$ cat src/rtl/qup_pkg.sv
package qup_pkg;

    typedef enum logic [1:0] {
        MODE_LOW  = 2'b00,
        MODE_BAND = 2'b01,
        MODE_HIGH = 2'b10,
        MODE_LOWB = 2'b11
    } qmode_e;

    // number of taps held by subfilter br
    function automatic int branch_taps(input int br);
        return (br == 0) ? 8 : 7;
    endfunction

    // fixed Q10 tap values; each subfilter sums to 1024
    function automatic int tap_coef(input int br, input int k);
        int c;
        c = 0;
        case (br)
            0: case (k)
                   0: c = -8;   1: c = 24;   2: c = -64;  3: c = 560;
                   4: c = 560;  5: c = -64;  6: c = 24;   7: c = -8;
                   default: c = 0;
               endcase
            1: case (k)
                   0: c = 10;   1: c = -50;  2: c = 170;  3: c = 940;
                   4: c = -60;  5: c = 16;   6: c = -2;
                   default: c = 0;
               endcase
            2: case (k)
                   0: c = -4;   1: c = -36;  2: c = 300;  3: c = 808;
                   4: c = -60;  5: c = 20;   6: c = -4;
                   default: c = 0;
               endcase
            default: case (k)
                   0: c = -2;   1: c = 16;   2: c = -60;  3: c = 940;
                   4: c = 170;  5: c = -50;  6: c = 10;
                   default: c = 0;
               endcase
        endcase
        return c;
    endfunction

endpackage

$ cat src/rtl/qup_signflip.sv
module qup_signflip #(
    parameter int W = 12
) (
    input  logic signed [W-1:0] a,
    input  logic                neg,
    output logic signed [W-1:0] y
);
    localparam logic signed [W-1:0] MINV = {1'b1, {(W-1){1'b0}}};
    localparam logic signed [W-1:0] MAXV = {1'b0, {(W-1){1'b1}}};

    always_comb begin
        if (!neg)            y = a;
        else if (a == MINV)  y = MAXV;
        else                 y = -a;
    end
endmodule

$ cat src/rtl/qup_branch.sv
module qup_branch #(
    parameter int IN_W  = 16,
    parameter int OUT_W = 12,
    parameter int FRAC  = 10,
    parameter int DEPTH = 8,
    parameter int BR    = 0
) (
    input  logic [DEPTH-1:0][IN_W-1:0] line,
    input  logic                       neg,
    output logic signed [OUT_W-1:0]    y
);
    import qup_pkg::*;

    localparam int NTAP  = branch_taps(BR);
    localparam int ACC_W = 32;
    localparam int SHIFT = FRAC + IN_W - OUT_W;
    localparam logic signed [ACC_W-1:0] HALF = ACC_W'(1) <<< (SHIFT - 1);
    localparam logic signed [ACC_W-1:0] MAXV = (ACC_W'(1) <<< (OUT_W - 1)) - ACC_W'(1);
    localparam logic signed [ACC_W-1:0] MINV = -(ACC_W'(1) <<< (OUT_W - 1));

    logic signed [ACC_W-1:0] acc;
    logic signed [ACC_W-1:0] scaled;
    logic signed [OUT_W-1:0] clipped;

    always_comb begin
        acc = '0;
        for (int k = 0; k < NTAP; k++) begin
            acc = acc + ACC_W'($signed(line[k])) * ACC_W'(tap_coef(BR, k));
        end
        scaled = (acc + HALF) >>> SHIFT;
        if (scaled > MAXV)      clipped = MAXV[OUT_W-1:0];
        else if (scaled < MINV) clipped = MINV[OUT_W-1:0];
        else                    clipped = scaled[OUT_W-1:0];
    end

    qup_signflip #(.W(OUT_W)) u_flip (
        .a   (clipped),
        .neg (neg),
        .y   (y)
    );
endmodule

$ cat src/rtl/qup_interp.sv
module qup_interp #(
    parameter int IN_W  = 16,
    parameter int OUT_W = 12,
    parameter int FRAC  = 10,
    parameter int DEPTH = 8
) (
    input  logic             clk,
    input  logic             rst_n,
    input  logic             in_valid,
    input  logic [IN_W-1:0]  x_in,
    input  logic [IN_W-1:0]  y_in,
    input  logic [1:0]       mode,
    input  logic             dir_neg,
    output logic [OUT_W-1:0] dac_out
);
    import qup_pkg::*;

    localparam int NBR = 4;
    localparam int PW  = $clog2(NBR);

    typedef struct packed {
        logic [PW-1:0]                  phase;
        qmode_e                         mode;
        logic [DEPTH-1:0][IN_W-1:0]     xl;
        logic [DEPTH-1:0][IN_W-1:0]     al;
        logic [NBR-1:0][OUT_W-1:0]      br;
        logic [OUT_W-1:0]               dac;
    } state_t;

    state_t s_d, s_q;

    logic                        accept;
    qmode_e                      mode_in;
    logic [IN_W-1:0]             push_x, push_a;
    logic [DEPTH-1:0][IN_W-1:0]  xl_nx, al_nx;
    logic [NBR-1:0]              neg_v;
    logic [NBR-1:0][OUT_W-1:0]   br_w;

    // shifted delay lines and branch signs for the sample taken at phase 0
    always_comb begin
        accept  = (s_q.phase == '0);
        mode_in = qmode_e'(mode);
        push_x  = in_valid ? x_in : '0;
        push_a  = !in_valid ? '0 : ((mode_in == MODE_BAND) ? y_in : x_in);
        xl_nx   = {s_q.xl[DEPTH-2:0], push_x};
        al_nx   = {s_q.al[DEPTH-2:0], push_a};
        case (mode_in)
            MODE_BAND: neg_v = dir_neg ? 4'b0110 : 4'b1100;
            MODE_HIGH: neg_v = 4'b1010;
            default:   neg_v = 4'b0000;
        endcase
    end

    for (genvar b = 0; b < NBR; b++) begin : g_br
        if (b % 2 == 0) begin : g_x
            qup_branch #(.IN_W(IN_W), .OUT_W(OUT_W), .FRAC(FRAC), .DEPTH(DEPTH), .BR(b)) u_br (
                .line (xl_nx),
                .neg  (neg_v[b]),
                .y    (br_w[b])
            );
        end else begin : g_a
            qup_branch #(.IN_W(IN_W), .OUT_W(OUT_W), .FRAC(FRAC), .DEPTH(DEPTH), .BR(b)) u_br (
                .line (al_nx),
                .neg  (neg_v[b]),
                .y    (br_w[b])
            );
        end
    end

    always_comb begin
        s_d       = s_q;
        s_d.phase = s_q.phase + PW'(1);
        s_d.dac   = s_q.br[s_q.phase - PW'(1)];
        if (accept) begin
            s_d.xl   = xl_nx;
            s_d.al   = al_nx;
            s_d.br   = br_w;
            s_d.mode = mode_in;
        end
    end

    always_ff @(posedge clk or negedge rst_n) begin
        if (!rst_n) begin
            s_q <= '{phase: '0, mode: MODE_LOW, xl: '0, al: '0, br: '0, dac: '0};
        end else begin
            s_q <= s_d;
        end
    end

    assign dac_out = s_q.dac;

    // plain views of state for the bound checker
    logic [PW-1:0]              dbg_phase;
    logic [1:0]                 dbg_mode;
    logic [DEPTH-1:0][IN_W-1:0] dbg_xl, dbg_al;
    logic [NBR-1:0][OUT_W-1:0]  dbg_br;

    assign dbg_phase = s_q.phase;
    assign dbg_mode  = s_q.mode;
    assign dbg_xl    = s_q.xl;
    assign dbg_al    = s_q.al;
    assign dbg_br    = s_q.br;
endmodule

$ cat config.mk
export PLATFORM = sky130hd
export DESIGN_NAME = qup_interp
export DESIGN_NICKNAME = d
export VERILOG_FILES = /design/src/rtl/qup_pkg.sv /design/src/rtl/qup_signflip.sv /design/src/rtl/qup_branch.sv /design/src/rtl/qup_interp.sv
export SDC_FILE = /design/constraint.sdc
export NUM_CORES = 2
export LEC_CHECK = 0
export CORE_ASPECT_RATIO = 0.7
export CORE_MARGIN = 1
export CORE_UTILIZATION = 32
export CTS_CLUSTER_DIAMETER = 200
export CTS_CLUSTER_SIZE = 40
export DETAILED_ROUTE_END_ITERATION = 8
export GPL_TIMING_DRIVEN = 0
export PLACE_DENSITY = 0.51
export SYNTH_ARGS = -nofsm -noshare
export SYNTH_HDL_FRONTEND = slang
export SYNTH_SLANG_ARGS = --single-unit
export TNS_END_PERCENT = 20
$ cat constraint.sdc
create_clock -name clk -period 13.5 [get_ports clk]
set_clock_uncertainty 0.2 [all_clocks]
set_input_delay 2.025 -clock clk [delete_from_list [all_inputs] [get_ports clk]]
set_output_delay 2.025 -clock clk [all_outputs]
set_load 0.005 [all_outputs]
# Word level (Yosys, flattened, before mapping)
# Cells that the tools add are included.
# classes
addsub,43
mul,18
magnitude_cmp,9
n_eq_ne,6
muxes,23
n_reduce_logical,1
# ops
cell,count
$add A32 B32 Y32,23
$mux W12,17
$add A32 B15 Y32 const B,4
$mul A16 B8 Y24 const B,4
$mul A16 B5 Y21 const B,4
$gt A18 B12 Y1 const B,4
$lt A18 B12 Y1 const B,4
$add A32 B20 Y32,2
$neg A16 Y31,2
$mul A16 B4 Y20 const B,3
$neg A16 Y30,2
$neg A16 Y29,2
$neg A16 Y26,2
$eq A12 B12 Y1 const B,4
$mux W16,3
$neg A12 Y12,4
$mul A16 B7 Y23 const B,2
$mul A16 B6 Y22 const B,2
$mul A16 B3 Y19 const B,2
$mul A16 B9 Y25 const B,1
$bmux W12 S2,1
$pmux W4 S2,1
$mux W4,1
$lt A2 B3 Y1 const B,1
5 further kinds,5
# word_totals
reg_bits,270
inputBits,38

# Depth between registers and ports, before layout
# logic_depth
ltp_word,17
ltp_mapped,51

# By module
# From an unflattened synthesis, not the netlist that was laid out.
# hier_totals
hier_cells,7117
hier_area_um2,67443.4
# modules_own_cells
mod,n_inst,cells_per_inst,area_per_inst_um2,seq_area_each_um2
qup_branch at g_br[3].g_a.u_br,1,1616,14734.1,0.0
qup_branch at g_br[1].g_a.u_br,1,1683,14611.5,0.0
qup_branch at g_br[2].g_x.u_br,1,1523,13544.2,0.0
qup_branch at g_br[0].g_x.u_br,1,1364,11812.6,0.0
qup_interp,1,687,11304.6,7156.9
qup_signflip,4,61,359.1,0.0

# Worst setup path after synthesis
# No wires, ideal clock.
# synth_timing
path_type,input to register
startpoint,in mode[1]
endpoint,reg s_q (netlist bit dbg_br[16])
setup_ns,0.126
arrival_time_ns,12.192
required_time_ns,13.174
slack_ns,0.982
stages,48
n_path_buf,5
cell_sequence,inv_1 -> ha_1 -> buf_4 -> buf_2 -> mux2_2 -> nand2_1 -> inv_1 -> ha_1 -> ha_1 -> inv_1 -> fa_1 -> nor2b_1 -> o21ai_0 -> a21boi_0 -> o21ai_0 -> a21boi_0 -> o21ai_0 -> a21boi_0 -> [12 not listed] -> ha_1 -> clkbuf_1 -> a21o_1 -> a21oi_1 -> nor2b_1 -> o21a_1 -> a311o_1 -> a31o_2 -> or3_1 -> and2_1 -> buf_2 -> nor2_2 -> buf_2 -> a21oi_1 -> ha_1 -> o221ai_1 -> o31ai_4 -> o32a_1
# synth_lines
element,line_no,text
from (decl),qup_interp.sv:12,"input logic [1:0] mode,"
to (signal assigned),qup_interp.sv:84,"s_q <= '{phase: '0, mode: MODE_LOW, xl: '0, al: '0, br: '0, dac: '0};"
to (decl),qup_interp.sv:30,"state_t s_d, s_q;"

==> flow_metrics.env <==
export IMPL_tritoncts="built"
export IMPL_synth_compound_gate_area_share=0.1087
export IMPL_routed_via_density=4.850
export IMPL_hold_buffers=0
export IMPL_synth_edf_count=0
export IMPL_ctsRootBufferMaster="clkbuf_16"
export IMPL_area_delta_synth_final_pct=7.734
export IMPL_nets=8838
export IMPL_crit_path_top_delay_cell="buf_1"
export IMPL_cp_start_kind="primary input"
export IMPL_drv_slew=0
export IMPL_clkSlewWorstSetupHoldPaths_ns=0.18
export IMPL_drt_iter0_drc=3538
export IMPL_routedWlPerCell_um=20.87
export IMPL_synth_cells=6727
export IMPL_grt_usage=0.2030
export IMPL_end_kind="flip-flop"
export IMPL_relSlewSlack=0.03503
export IMPL_grt_setup_unrepaired="true"
export IMPL_worst_slew_pin_slew_ns=1.429
export IMPL_synth_flop_cell="dfrtp_1"
export IMPL_worst_ep_arrival_time_ns=13.37
export IMPL_async_flop_share=1.000
export IMPL_hpwl_mm=171.1
export IMPL_first_pass_iters=5
export IMPL_core_area_um2=191500
export IMPL_ys_ff_latch=270
export IMPL_ys_types=95
export IMPL_dieWidth_um=527.7
export IMPL_fp_row_count=134
export IMPL_clock_sinks=270
export IMPL_hold_viol_final=0
export IMPL_start_util=0.3234
export IMPL_fillers=19790
export IMPL_synthSimpleGateAreaFrac=0.08110
export IMPL_crit_fanout=11
export IMPL_dieArea_um2=195300
export IMPL_synth_top_area_cell="fa_1"
export IMPL_yosysWarnings=0
export IMPL_chipHeight_um=370.0
export IMPL_yosysTopAreaCellShare=0.2784
export IMPL_cts_buffers_inserted=10
export IMPL_grt_pass1_wl_mm=296.2
export IMPL_grt_pass1_vias=44336
export IMPL_clk_latency_ns=0.62
export IMPL_synth_seq_area_share=0.1091
export IMPL_gr_total_overflow=0
export IMPL_synthTopCellsByArea="fa_1, ha_1, dfrtp_1"
export IMPL_min_path_type="flip-flop to flip-flop"
export IMPL_drtAntennaViolNets=0
export IMPL_fin_crit_sh=0.9709
export IMPL_critical_path_max_stage_delay_ns=0.87
export IMPL_dr_total_vias=45645
export IMPL_syn_avg_cell_area_um2=9.204
export IMPL_drive_above_1_share=0.03722
export IMPL_crit_top_cell="fa_1"
export IMPL_htree_levels=1
export IMPL_seq_area_um2=6766
export IMPL_synth_fa_ha_area_frac=0.5039
export IMPL_worstSetupPathType="primary input to flip-flop"
export IMPL_syn_area_um2=61910
export IMPL_crit_family="adder cells"
export IMPL_synthesis_nets=8742
export IMPL_drc=0
export IMPL_maxCapViolCount=0
export IMPL_yosysMostFrequentCell="inv_1"
export IMPL_antenna_found_initial=7
export IMPL_required_ns=13.76
export IMPL_path_buf_inv=9
export IMPL_place_congestion=0.9080
export IMPL_synth_area_mux_share=0.01918
export IMPL_netlist_top_cells_count="inv_1, ha_1, fa_1"
export IMPL_grt_max_degree=77
export IMPL_routed_wirelength_mm=196.5
export IMPL_setup_tns_ns=0
export IMPL_cts_buffer_depth=3
export IMPL_multi_input_area_um2=48780
export IMPL_status="finished clean"
export IMPL_fmax_mhz=76.30
export IMPL_setup_viol=0
export IMPL_io_buffer_count=48
export IMPL_min_period_ns=13.11
export IMPL_synth_top_family_by_area="adder cells"
export IMPL_synth_xor_area_frac=0.06956
export IMPL_ios=50
path summary, 6_finish.rpt:
kind	start	depth (start not counted)	slack, ns	endpoint
setup / recovery	x_in[15]	38	0.39	dbg_br[16]
hold reg to reg	al_nx[24]	2	0.31	al_nx[40]
setup reg to reg	dbg_xl[20]	47	0.67	dbg_br[28]
hold / removal	al_nx[24]	2	0.31	al_nx[40]
max in group asynchronous	rst_n	2	11.00	dac_out[6]
min in group asynchronous	rst_n	1	1.08	dbg_xl[80]
through the flow:
| stage | std cells | util | hold WS, ns | area (um2) | setup WS [ns] |
|---|---|---|---|---|---|
| detailed placement | 9369 | 0.3439 | 0.2712 | 65850 | -3.282 |
| finish | 9412 | 0.3484 | 0.3084 | 66700 | 0.3934 |
| global placement | 9359 | 0.3428 | 0.2661 | 65630 | -3.763 |
| CTS | 9390 | 0.3466 | 0.3110 | 66360 | 0.02973 |
| floorplan | 6727 | - | 0.2446 | 61910 | 0.9817 |
| global route | 9408 | 0.3483 | 0.3372 | 66690 | -0.03779 |
final cells by class:
| cell class | count | area share |
|---|---|---|
| plain buffers | 99 | 0.006565 |
| flip-flops and latches | 270 | 0.1014 |
| repair buffers | 85 | 0.01294 |
| multi-input cells | 4673 | 0.7313 |
| clock inverters | 2 | 0.0002063 |
| well taps | 2584 | 0.04847 |
| inverters | 1684 | 0.09477 |
| diodes | 4 | 0.0001501 |
| clock buffers | 11 | 0.004127 |
kinds of logic after synthesis:
kind of cell / count (synthesis)
simple gates: 1047
buf+inv: 1784
fa+ha+maj: 1977
flops: 270
compound gates: 1068
mux: 95
xor+xnor: 486
flip-flops by register name, indices dropped and copies added (netlist names):
| signal | count |
|---|---|
| dac_out | 12 |
| dbg_xl | 112 |
| dbg_br | 48 |
| al_nx | 96 |
| dbg_phase | 2 |
tightest hold or removal path, delay by kind of cell (launching register included):
family	cells	cell delay, ns
AND/OR/NAND/NOR	1	0.05
AO/OA/AOI/OAI	1	0.06
flip-flops	1	0.39
placed cells by master, fill, tap and decap left out, types with 58 or more instances in the layout:
master / Yosys / routed
a21o_1: 87 / 87
a21oi_1: 268 / 259
clkbuf_1: 84 / 78
dfrtp_1: 270 / 262
fa_1: 861 / 860
ha_1: 1116 / 1113
inv_1: 1680 / 1680
mux2_2: 69 / 69
nand2_1: 358 / 357
nand3_1: 87 / 86
nor2_1: 243 / 243
nor2b_1: 61 / 58
nor3_1: 67 / 63
o21a_1: 61 / 61
o21ai_0: 327 / 316
o21bai_1: 60 / 60
xnor2_1: 366 / 359
xor2_1: 116 / 114
repair_timing:
| action | CTS | global route |
|---|---|---|
| endpoints found under the hold margin | 0 | 0 |
| pin swaps | 8 | 13 |
| endpoints found under the setup margin | 36 | 36 |
| resized for setup | 44 | 55 |
| buffers inserted | 9 | 16 |
layer usage:
metal  wire (um)  track usage
met5          41            0
met4        1482      0.01500
met3       14890      0.03487
met2       70810       0.2567
met1      109300       0.3511
Power is left out: the tool's default activity adds up to more than one toggle a clock period on the data nets, which glitch-free logic cannot reach.
